### config.mk
export PLATFORM = sky130hd
export DESIGN_NAME = csd_decoder
export DESIGN_NICKNAME = d
export VERILOG_FILES = /design/src/rtl/csd_pkg.sv /design/src/rtl/csd_window.sv /design/src/rtl/csd_prio.sv /design/src/rtl/csd_decoder.sv
export SDC_FILE = /design/constraint.sdc
export NUM_CORES = 1
export LEC_CHECK = 0
export BUFFER_PORTS_ARGS = -buffer_cell sky130_fd_sc_hd__buf_2
export CAP_MARGIN = 25
export CORE_ASPECT_RATIO = 0.8
export CORE_MARGIN = 2
export CORE_UTILIZATION = 25
export DETAILED_ROUTE_END_ITERATION = 8
export PLACE_DENSITY = 0.46
export SYNTH_ARGS = -nofsm -noshare
export SYNTH_HDL_FRONTEND = slang
export SYNTH_SLANG_ARGS = --single-unit
export TNS_END_PERCENT = 1
### constraint.sdc
create_clock -name clk -period 2.8 [get_ports clk]
set_input_delay 0 -clock clk [delete_from_list [all_inputs] [get_ports clk]]
set_output_delay 0 -clock clk [all_outputs]
set_load 0.03 [all_outputs]
### src/rtl/csd_pkg.sv
package csd_pkg;
   localparam int CFG_W      = 64;
   localparam int HOST_AW    = 32;
   localparam int ON_BIT     = 32;
   localparam int NAND_BIT   = 33;
   localparam int MEM_BIT    = 34;
   localparam int MEM_LO     = 12;
   localparam int MEM_FW     = 20;
   localparam int MEM_MSK_LO = 44;
   localparam int IO_LO      = 4;
   localparam int IO_FW      = 12;
   localparam int IO_MSK_LO  = 36;
   localparam int IO_SPAN    = IO_LO + IO_FW;

   typedef struct packed {
      logic              on;
      logic              nand_dev;
      logic              mem;
      logic [MEM_FW-1:0] mbase;
      logic [MEM_FW-1:0] mmask;
      logic [IO_FW-1:0]  ibase;
      logic [IO_FW-1:0]  imask;
   } win_cfg_t;

   function automatic win_cfg_t unpack_cfg(input logic [CFG_W-1:0] r);
      win_cfg_t f;
      f.on       = r[ON_BIT];
      f.nand_dev = r[NAND_BIT];
      f.mem      = r[MEM_BIT];
      f.mbase    = r[MEM_LO +: MEM_FW];
      f.mmask    = r[MEM_MSK_LO +: MEM_FW];
      f.ibase    = r[IO_LO +: IO_FW];
      f.imask    = r[IO_MSK_LO +: IO_FW];
      return f;
   endfunction
endpackage

### src/rtl/csd_window.sv
module csd_window
   import csd_pkg::*;
(
   input  logic [CFG_W-1:0]   cfg,
   input  logic [HOST_AW-1:0] host_addr,
   input  logic               host_space,
   output logic               hit,
   output logic               is_nand,
   output logic [HOST_AW-1:0] offset
);
   localparam int IO_PAD = HOST_AW - IO_SPAN;

   win_cfg_t          f;
   logic [MEM_FW-1:0] mem_field;
   logic [IO_FW-1:0]  io_field;
   logic              mem_match;
   logic              io_match;
   logic              space_ok;

   always_comb f = unpack_cfg(cfg);

   assign mem_field = host_addr[MEM_LO +: MEM_FW];
   assign io_field  = host_addr[IO_LO +: IO_FW];
   assign mem_match = ((mem_field ^ f.mbase) & f.mmask) == '0;
   assign io_match  = ((io_field ^ f.ibase) & f.imask) == '0;
   assign space_ok  = (f.mem == host_space);

   assign hit     = f.on & space_ok & (f.mem ? mem_match : io_match);
   assign is_nand = f.nand_dev;

   always_comb begin
      if (f.mem)
         offset = {mem_field & ~f.mmask, host_addr[MEM_LO-1:0]};
      else
         offset = {{IO_PAD{1'b0}}, io_field & ~f.imask, host_addr[IO_LO-1:0]};
   end
endmodule

### src/rtl/csd_prio.sv
module csd_prio #(
   parameter int N     = 4,
   parameter int SEL_W = (N > 1) ? $clog2(N) : 1
) (
   input  logic [N-1:0]     req,
   output logic [N-1:0]     gnt,
   output logic [SEL_W-1:0] idx,
   output logic             any
);
   always_comb begin
      gnt = '0;
      idx = '0;
      any = 1'b0;
      for (int k = 0; k < N; k++) begin
         if (req[k] && !any) begin
            gnt[k] = 1'b1;
            idx    = SEL_W'(k);
            any    = 1'b1;
         end
      end
   end
endmodule

### src/rtl/csd_decoder.sv
module csd_decoder
   import csd_pkg::*;
#(
   parameter int NUM_WIN = 4,
   parameter int SEL_W   = (NUM_WIN > 1) ? $clog2(NUM_WIN) : 1
) (
   input  logic               clk,
   input  logic               rst_n,
   input  logic               wr_en,
   input  logic [SEL_W-1:0]   wr_idx,
   input  logic [CFG_W-1:0]   wr_data,
   input  logic [HOST_AW-1:0] host_addr,
   input  logic               host_space,
   output logic [NUM_WIN-1:0] cs_hit,
   output logic               cs_nand,
   output logic [HOST_AW-1:0] win_offset
);
   if (NUM_WIN < 1 || NUM_WIN > 16) begin : g_bad_num
      $error("csd_decoder: NUM_WIN must lie in 1..16");
   end
   if (SEL_W < $clog2(NUM_WIN)) begin : g_bad_sel
      $error("csd_decoder: SEL_W too narrow for NUM_WIN");
   end

   logic [NUM_WIN-1:0][CFG_W-1:0]   cfg_q;
   logic [NUM_WIN-1:0]              win_hit;
   logic [NUM_WIN-1:0]              win_nand;
   logic [NUM_WIN-1:0][HOST_AW-1:0] win_off;
   logic [SEL_W-1:0]                win_idx;
   logic                            win_any;

   for (genvar k = 0; k < NUM_WIN; k++) begin : g_win
      always_ff @(posedge clk or negedge rst_n) begin
         if (!rst_n)
            cfg_q[k] <= '0;
         else if (wr_en && wr_idx == SEL_W'(k))
            cfg_q[k] <= wr_data;
      end

      csd_window i_window (
         .cfg        (cfg_q[k]),
         .host_addr  (host_addr),
         .host_space (host_space),
         .hit        (win_hit[k]),
         .is_nand    (win_nand[k]),
         .offset     (win_off[k])
      );
   end

   csd_prio #(.N(NUM_WIN), .SEL_W(SEL_W)) i_prio (
      .req (win_hit),
      .gnt (cs_hit),
      .idx (win_idx),
      .any (win_any)
   );

   assign cs_nand    = win_any & win_nand[win_idx];
   assign win_offset = win_any ? win_off[win_idx] : '0;
endmodule

==> run_results.csv, run 1 <==
group,metric,value,unit
clocking,cts_buffer_depth,3,
sta,slew_headroom,0.393,
finish,seq_area,5910,um2
sta,hold_ws,-0.970,ps
clocking,cts_made_buffers,28,
sta,fin_crit_sh,1.29,
synth,yosysSeqAreaShare,0.494,
place,place_ws,-335,ps
setup_path,cp.arrival,3620,ps
finish,stdcell_count,1819,
sta,hold_violations,1,
clocking,clock-sinks,236,
finish,nFillCells,4691,
setup_path,reg2regPathDepth,2,
finish,num-nets-final,1279,
synth,ys_async_sr_fraction,1.00,
job,maxCapViolCount,0,
outcome,outcome,"finished, violations left",
clocking,clkLatencyLatePin,540,ps
place,hpwl,29.4,mm
global_routing,grtUsageTotal,0.164,
detailed_routing,vias,8720,
global_routing,grt-ovfl-total,0,
setup_path,r2r-end,"cfg_q[98]",
setup_path,cp.required,2800,ps
setup_path,cp_slowest_cell,"a222oi_1",
clocking,htree_num_levels,1,
floorplanning,die_y,200,um
floorplanning,core-area,47100,um2
power_and_ir_drop,power_density,683,nW/um2
sta,rsz0062_at_grt,"true",
place,place_area,13800,um2
place,placedCellCount,1703,
sta,finalClockSkew,0,ps
setup_path,regToRegStartpoint,"cfg_q[98]",
sta,max_freq,277,MHz
setup_path,cp-end-kind,"output port",
clocking,cts_root_buf,"clkbuf_16",
sta,fin_crit,3620,ps
place,gp_routability_congestion,0.775,
clocking,cts_tree,"built",
sta,setup_ws,-817,ps
detailed_routing,drt.antenna.violating_nets,0,
setup_path,worstPathMaxFanout,19,
finish,drive_gt1_frac,0.447,
global_routing,antenna_found_initial,3,
clocking,clk_pin_slew,60,ps
detailed_routing,drc,0,
place,port-buffer-count,133,
sta,worst_pin_slew,908,ps
detailed_routing,drt-wirelength-per-cell,22.2,um
finish,largest_reg_flops,236,
synth,synthesis.area,11900,um2
min_path,hold_path_class,"in2async",
power_and_ir_drop,p_leak,6.67,nW
synth,syn_inst,957,
detailed_routing,routed_wirelength,40.4,mm
synth,synth-edff-count,0,
floorplanning,pin_count,139,
floorplanning,fp.dieW,248,um
floorplanning,start_util,0.254,
sta,setup_violations,35,
detailed_routing,dr.pass1.iters,5,
finish,syn_to_final_growth,31.5,%
global_routing,grt_pass1_vias,9105,
floorplanning,num_rows,71,
synth,synth-seq-cells,236,
outcome,violations,"hold timing, setup timing",
synth,synth_warnings,0,
synth,synthDistinctLibCells,53,
synth,synth.avg_cell_area,12.5,um2
synth,synth_nets,1059,
synth,synth_top_flop_cell,"dfrtp_1",
setup_path,critPathMaxStageDelay,570,ps
global_routing,grt_start_max_net_pins,78,
setup_path,critical_path_class,"reg2out",
sta,slew_viol_final,0,
detailed_routing,viasPerCell,4.79,
setup_path,reg2reg_setup_slack,1740,ps
global_routing,grt_pass1_wl,60.6,mm
setup_path,start_kind,"flop",
finish,fin_area,15700,um2
finish,largest-register,"cfg_q",
power_and_ir_drop,ir_worst_vdd,0.442,mV
setup_path,crit_chain,"xor2_1, a222oi_1, buf_4, nand4_1, o31ai_2, nand2b_1, a211o_4, buf_4, o31ai_2, a31oi_1, buf_2",
finish,top_regs,"cfg_q x236",
floorplanning,dieArea,49600,um2
finish,multi_input_area,5840,um2
detailed_routing,drt-initial-drc-count,571,
## worst max-delay path by stage
| stage | from | end | slack, ps | cells past startpoint |
|---|---|---|---|---|
| 2_1_floorplan | cfg_q[153] | win_offset[26] | 320 | 9 |
| 5_1_grt | cfg_q[134] | win_offset[7] | -980 | 14 |
| 3_5_place_dp | cfg_q[134] | win_offset[16] | -340 | 10 |
| 6_report | cfg_q[134] | win_offset[28] | -820 | 11 |
| 3_3_place_gp | cfg_q[134] | win_offset[16] | -350 | 10 |
| 4_1_cts | cfg_q[134] | win_offset[7] | -830 | 14 |
## cells by family after synthesis
| kind of cell | count (synthesis) | synth area share |
|---|---|---|
| and+or+nand+nor | 142 | 0.0781 |
| AOI/OAI and AO/OA | 140 | 0.0876 |
| DFF | 236 | 0.494 |
| xor gates and xnor gates | 116 | 0.0851 |
| buffers and inverters | 87 | 0.0324 |
| muxes | 236 | 0.222 |
## synthesized netlist by cell type, types with 4 or more instances
cell | count | area share
a32o_1 | 6 | 0.0050
nand4_1 | 11 | 0.0058
o31ai_1 | 15 | 0.0094
nor3b_1 | 30 | 0.019
o21a_1 | 4 | 0.0025
nor4b_1 | 8 | 0.0059
o21ai_1 | 5 | 0.0021
or3_1 | 14 | 0.0073
and4_1 | 4 | 0.0029
nand2_1 | 22 | 0.0069
xnor2_1 | 4 | 0.0029
buf_2 | 24 | 0.010
or3b_1 | 14 | 0.010
and2_1 | 4 | 0.0021
a222oi_1 | 9 | 0.0075
nand3b_1 | 5 | 0.0031
buf_1 | 17 | 0.0053
a22oi_1 | 34 | 0.021
nand4b_1 | 8 | 0.0059
a31oi_1 | 20 | 0.010
a21oi_1 | 16 | 0.0067
o21ai_0 | 9 | 0.0038
nor2_1 | 14 | 0.0044
clkbuf_1 | 36 | 0.011
xor2_1 | 112 | 0.082
inv_1 | 4 | 0.0013
mux2_2 | 235 | 0.22
dfrtp_1 | 236 | 0.49
## placed cells by master, fill, tap and decap left out, types with 5 or more instances in the layout
cell type and n:
a21oi_1 15, a222oi_1 9, a22oi_1 33, a31oi_1 17
a32o_2 5, buf_12 15, buf_2 115, buf_4 64
buf_6 14, clkbuf_1 5, clkbuf_16 28, dfrtp_1 236
dlygate4sd3_1 60, mux2_2 235, nand2_1 22, nand3b_1 5
nand4_1 11, nand4b_1 8, nor2_1 14, nor3b_1 29
nor4b_1 7, o21ai_0 9, o31ai_1 5, o31ai_2 10
or3_1 14, or3b_1 14, xor2_1 112
## where the power goes
| group | internal (mW) | switching [mW] | total [mW] |
|---|---|---|---|
| registers | 4.06 | 0.538 | 4.60 |
| clock network | 2.31 | 1.51 | 3.82 |
| logic | 1.20 | 1.11 | 2.30 |
## metrics by stage
stage | setup TNS [ps] | utilization | total power, mW | hold WS (ps)
finish | -23110 | 0.334 | 10.7 | -0.970
global route | -29000 | 0.334 | 11.2 | 53.4
CTS | -23900 | 0.333 | 10.8 | 28.1
detailed placement | -5580 | 0.293 | 6.85 | 38.2
global placement | -5780 | 0.293 | 6.82 | 32.3
floorplan | 0 | - | 5.85 | -296
## per-layer routing
metal  vias to the layer above  share of wire  track usage
met1                      4489           0.49        0.239
li1                       3959              -            -
met5                         -        0.00032            0
met3                        56          0.049       0.0257
met4                         2          0.021       0.0432
met2                       214           0.44        0.250
## layout make-up
class | count | share of cell area
repair buffers | 272 | 0.140
clock inverters | 13 | 0.0123
clock buffers | 37 | 0.0493
inverters | 5 | 0.00119
well taps | 620 | 0.0494
multi-input cells | 634 | 0.372
flip-flops and latches | 236 | 0.376
diodes | 2 | 0.000319
## what timing repair did
action	4_1_cts	5_1_grt
gates cloned	2	0
buffers inserted	2	0
setup endpoints to repair	37	37
hold buffers	60	0
endpoints found under the hold margin	365	0
resized for setup	60	8
pin swaps	11	1
## worst max-delay path: cells and delay by family, from the launching register on
family	cells	cell delay, ps
AO/OA/AOI/OAI	5	1500
buffers and inverters	3	640
flip-flops	1	380
AND/OR/NAND/NOR	2	380
XOR/XNOR	1	150
No activity file was read; power rests on OpenSTA's default activity.
==> run 2: changes to the inputs <==
==> constraint.sdc (replaced) <==
create_clock -name clk -period 4.5 [get_ports clk]
set_input_delay 0 -clock clk [delete_from_list [all_inputs] [get_ports clk]]
set_output_delay 0 -clock clk [all_outputs]
set_load 0.03 [all_outputs]
==> run_results.csv, run 2 (synthesis results as in run 1) <==
group,metric,value,unit
min_path,hold_path_class,"in2async",
finish,top_regs,"cfg_q x236",
power_and_ir_drop,power_density,449,nW/um2
clocking,clock-sinks,236,
power_and_ir_drop,p_seq_frac,0.426,
finish,largest_reg_flops,236,
sta,slew_viol_final,0,
setup_path,cp-end-kind,"output port",
sta,rsz0062_at_grt,"false",
finish,nFillCells,4822,
sta,worst_pin_slew,1040,ps
floorplanning,dieArea,49600,um2
finish,syn_to_final_growth,24.3,%
floorplanning,start_util,0.254,
finish,drive_gt1_frac,0.393,
power_and_ir_drop,p_comb_frac,0.198,
clocking,ctsResizeCount,0,
finish,seq_area,5910,um2
floorplanning,num_rows,71,
place,port-buffer-count,133,
clocking,cts_buffer_depth,3,
global_routing,grt-ovfl-total,0,
setup_path,start_kind,"flop",
detailed_routing,drt.antenna.violating_nets,0,
sta,setup_violations,0,
power_and_ir_drop,p_switching,1.92,mW
global_routing,grtUsageTotal,0.158,
sta,hold_violations,0,
setup_path,cp.arrival,4040,ps
detailed_routing,drc,0,
sta,max_freq,248,MHz
detailed_routing,dr.pass1.iters,5,
power_and_ir_drop,ir_worst_vdd,0.212,mV
sta,fin_tns_setup,0,ps
job,maxCapViolCount,0,
floorplanning,pin_count,139,
finish,largest-register,"cfg_q",
setup_path,critical_path_class,"reg2out",
clocking,cts_tree,"built",
detailed_routing,viasPerCell,4.78,
floorplanning,core-area,47100,um2
global_routing,antenna_found_initial,5,
detailed_routing,drt-initial-drc-count,425,
finish,final_util,0.315,
clocking,cts_root_buf,"clkbuf_16",
clocking,clkLatencyLatePin,560,ps
finish,multi_input_area,5670,um2
sta,finalClockSkew,0,ps
setup_path,cp.required,4500,ps
detailed_routing,vias,8432,
power_and_ir_drop,power.total,6.67,mW
place,hpwl,26.4,mm
power_and_ir_drop,p_leak,6.27,nW
power_and_ir_drop,clkPwrFrac,0.376,
detailed_routing,routed_wirelength,38.9,mm
finish,num-nets-final,1220,
clocking,htree_num_levels,1,
outcome,outcome,"finished, final reports clean",
floorplanning,die_y,200,um
global_routing,grt_start_max_net_pins,96,
global_routing,grt_pass1_wl,58.6,mm
clocking,clk_pin_slew,60,ps
sta,fin_crit_sh,0.897,
finish,layout_commonest_cell,"dfrtp_1",
detailed_routing,drt-wirelength-per-cell,22.1,um
setup_path,worstPathMaxFanout,15,
power_and_ir_drop,internal-power,4.76,mW
sta,slew_headroom,0.308,
place,gp_routability_congestion,0.771,
power_and_ir_drop,p_sw_frac,0.287,
finish,final_cell_mix,"dfrtp_1, mux2_2, buf_2",
sta,fin_crit,4040,ps
floorplanning,fp.dieW,248,um
place,placedCellCount,1647,
finish,stdcell_count,1763,
clocking,cts_made_buffers,29,
global_routing,grt_pass1_vias,8793,
-- run 2: cell types whose count changed in the layout (fill, tap and decap cells not counted), moves of 10 or more --
cell      change
buf_4        -46
buf_2        +17
buf_12       -14
buf_6        -14
clkbuf_8     +10
o31ai_1      +10
-- run 2: per-stage QoR --
| step | cell area [um2] | worst slack, ps | hold WS, ps |
|---|---|---|---|
| after global placement | 13200 | 1080 | 86.6 |
| after floorplan | 11900 | 2020 | -296 |
| after detailed placement | 13200 | 1050 | 91.9 |
| after CTS | 14800 | 425 | 96.8 |
| after global routing | 14800 | 231 | 115 |
| final | 14900 | 461 | 55.0 |
-- run 2: worst paths after layout --
path / from / end / slack (ps) / cells past startpoint
max in group asynchronous: rst_n / cfg_q[59] / 3270 / 3
setup / recovery: cfg_q[89] / win_offset[16] / 460 / 8
setup reg to reg: cfg_q[226] / cfg_q[226] / 3410 / 2
min in group clk: wr_data[9] / cfg_q[9] / 250 / 3
hold reg to reg: cfg_q[224] / cfg_q[224] / 500 / 1
hold / removal: rst_n / cfg_q[27] / 60 / 2
-- run 2: critical path, stage by stage, from the launching register on --
cell,delay (ps)
dfrtp_1,380
xor2_1,160
a22oi_1,360
nand4_1,210
a2111oi_2,490
nand2_1,600
or3_1,520
a31oi_1,470
buf_2,300
-- run 2: what timing repair did --
item	in CTS	in global routing
endpoints found under the hold margin	324	0
setup buffers	0	0
hold buffers	60	0
-- run 2: layout make-up --
class	count	share of cell area
Inverter	5	0.00126
Clock buffer	47	0.0629
Clock inverter	6	0.00733
Multi-Input combinational cell	634	0.382
Tap cell	620	0.0522
Antenna cell	3	0.000506
Sequential cell	236	0.398
Timing Repair Buffer	212	0.0964
-- run 2: per-layer routing --
layer  global-route usage  part of all wire  vias up  routed length, um
li1                     -                 -     3830                  -
met5                    0           0.00054        -                 21
met3               0.0299             0.043       44               1670
met2                0.241              0.45      166              17500
met4               0.0291             0.014        4                549
met1                0.232              0.49     4388              19200
-- run 2: power groups by stage --
stage               combinational, mW  sequential (mW)  clock [mW]
finish                           1.32             2.84        2.51
global route                     1.44             2.90        2.66
CTS                              1.34             2.84        2.57
detailed placement               1.29             2.88           0
global placement                 1.28             2.86           0
floorplan                       0.877             2.77           0
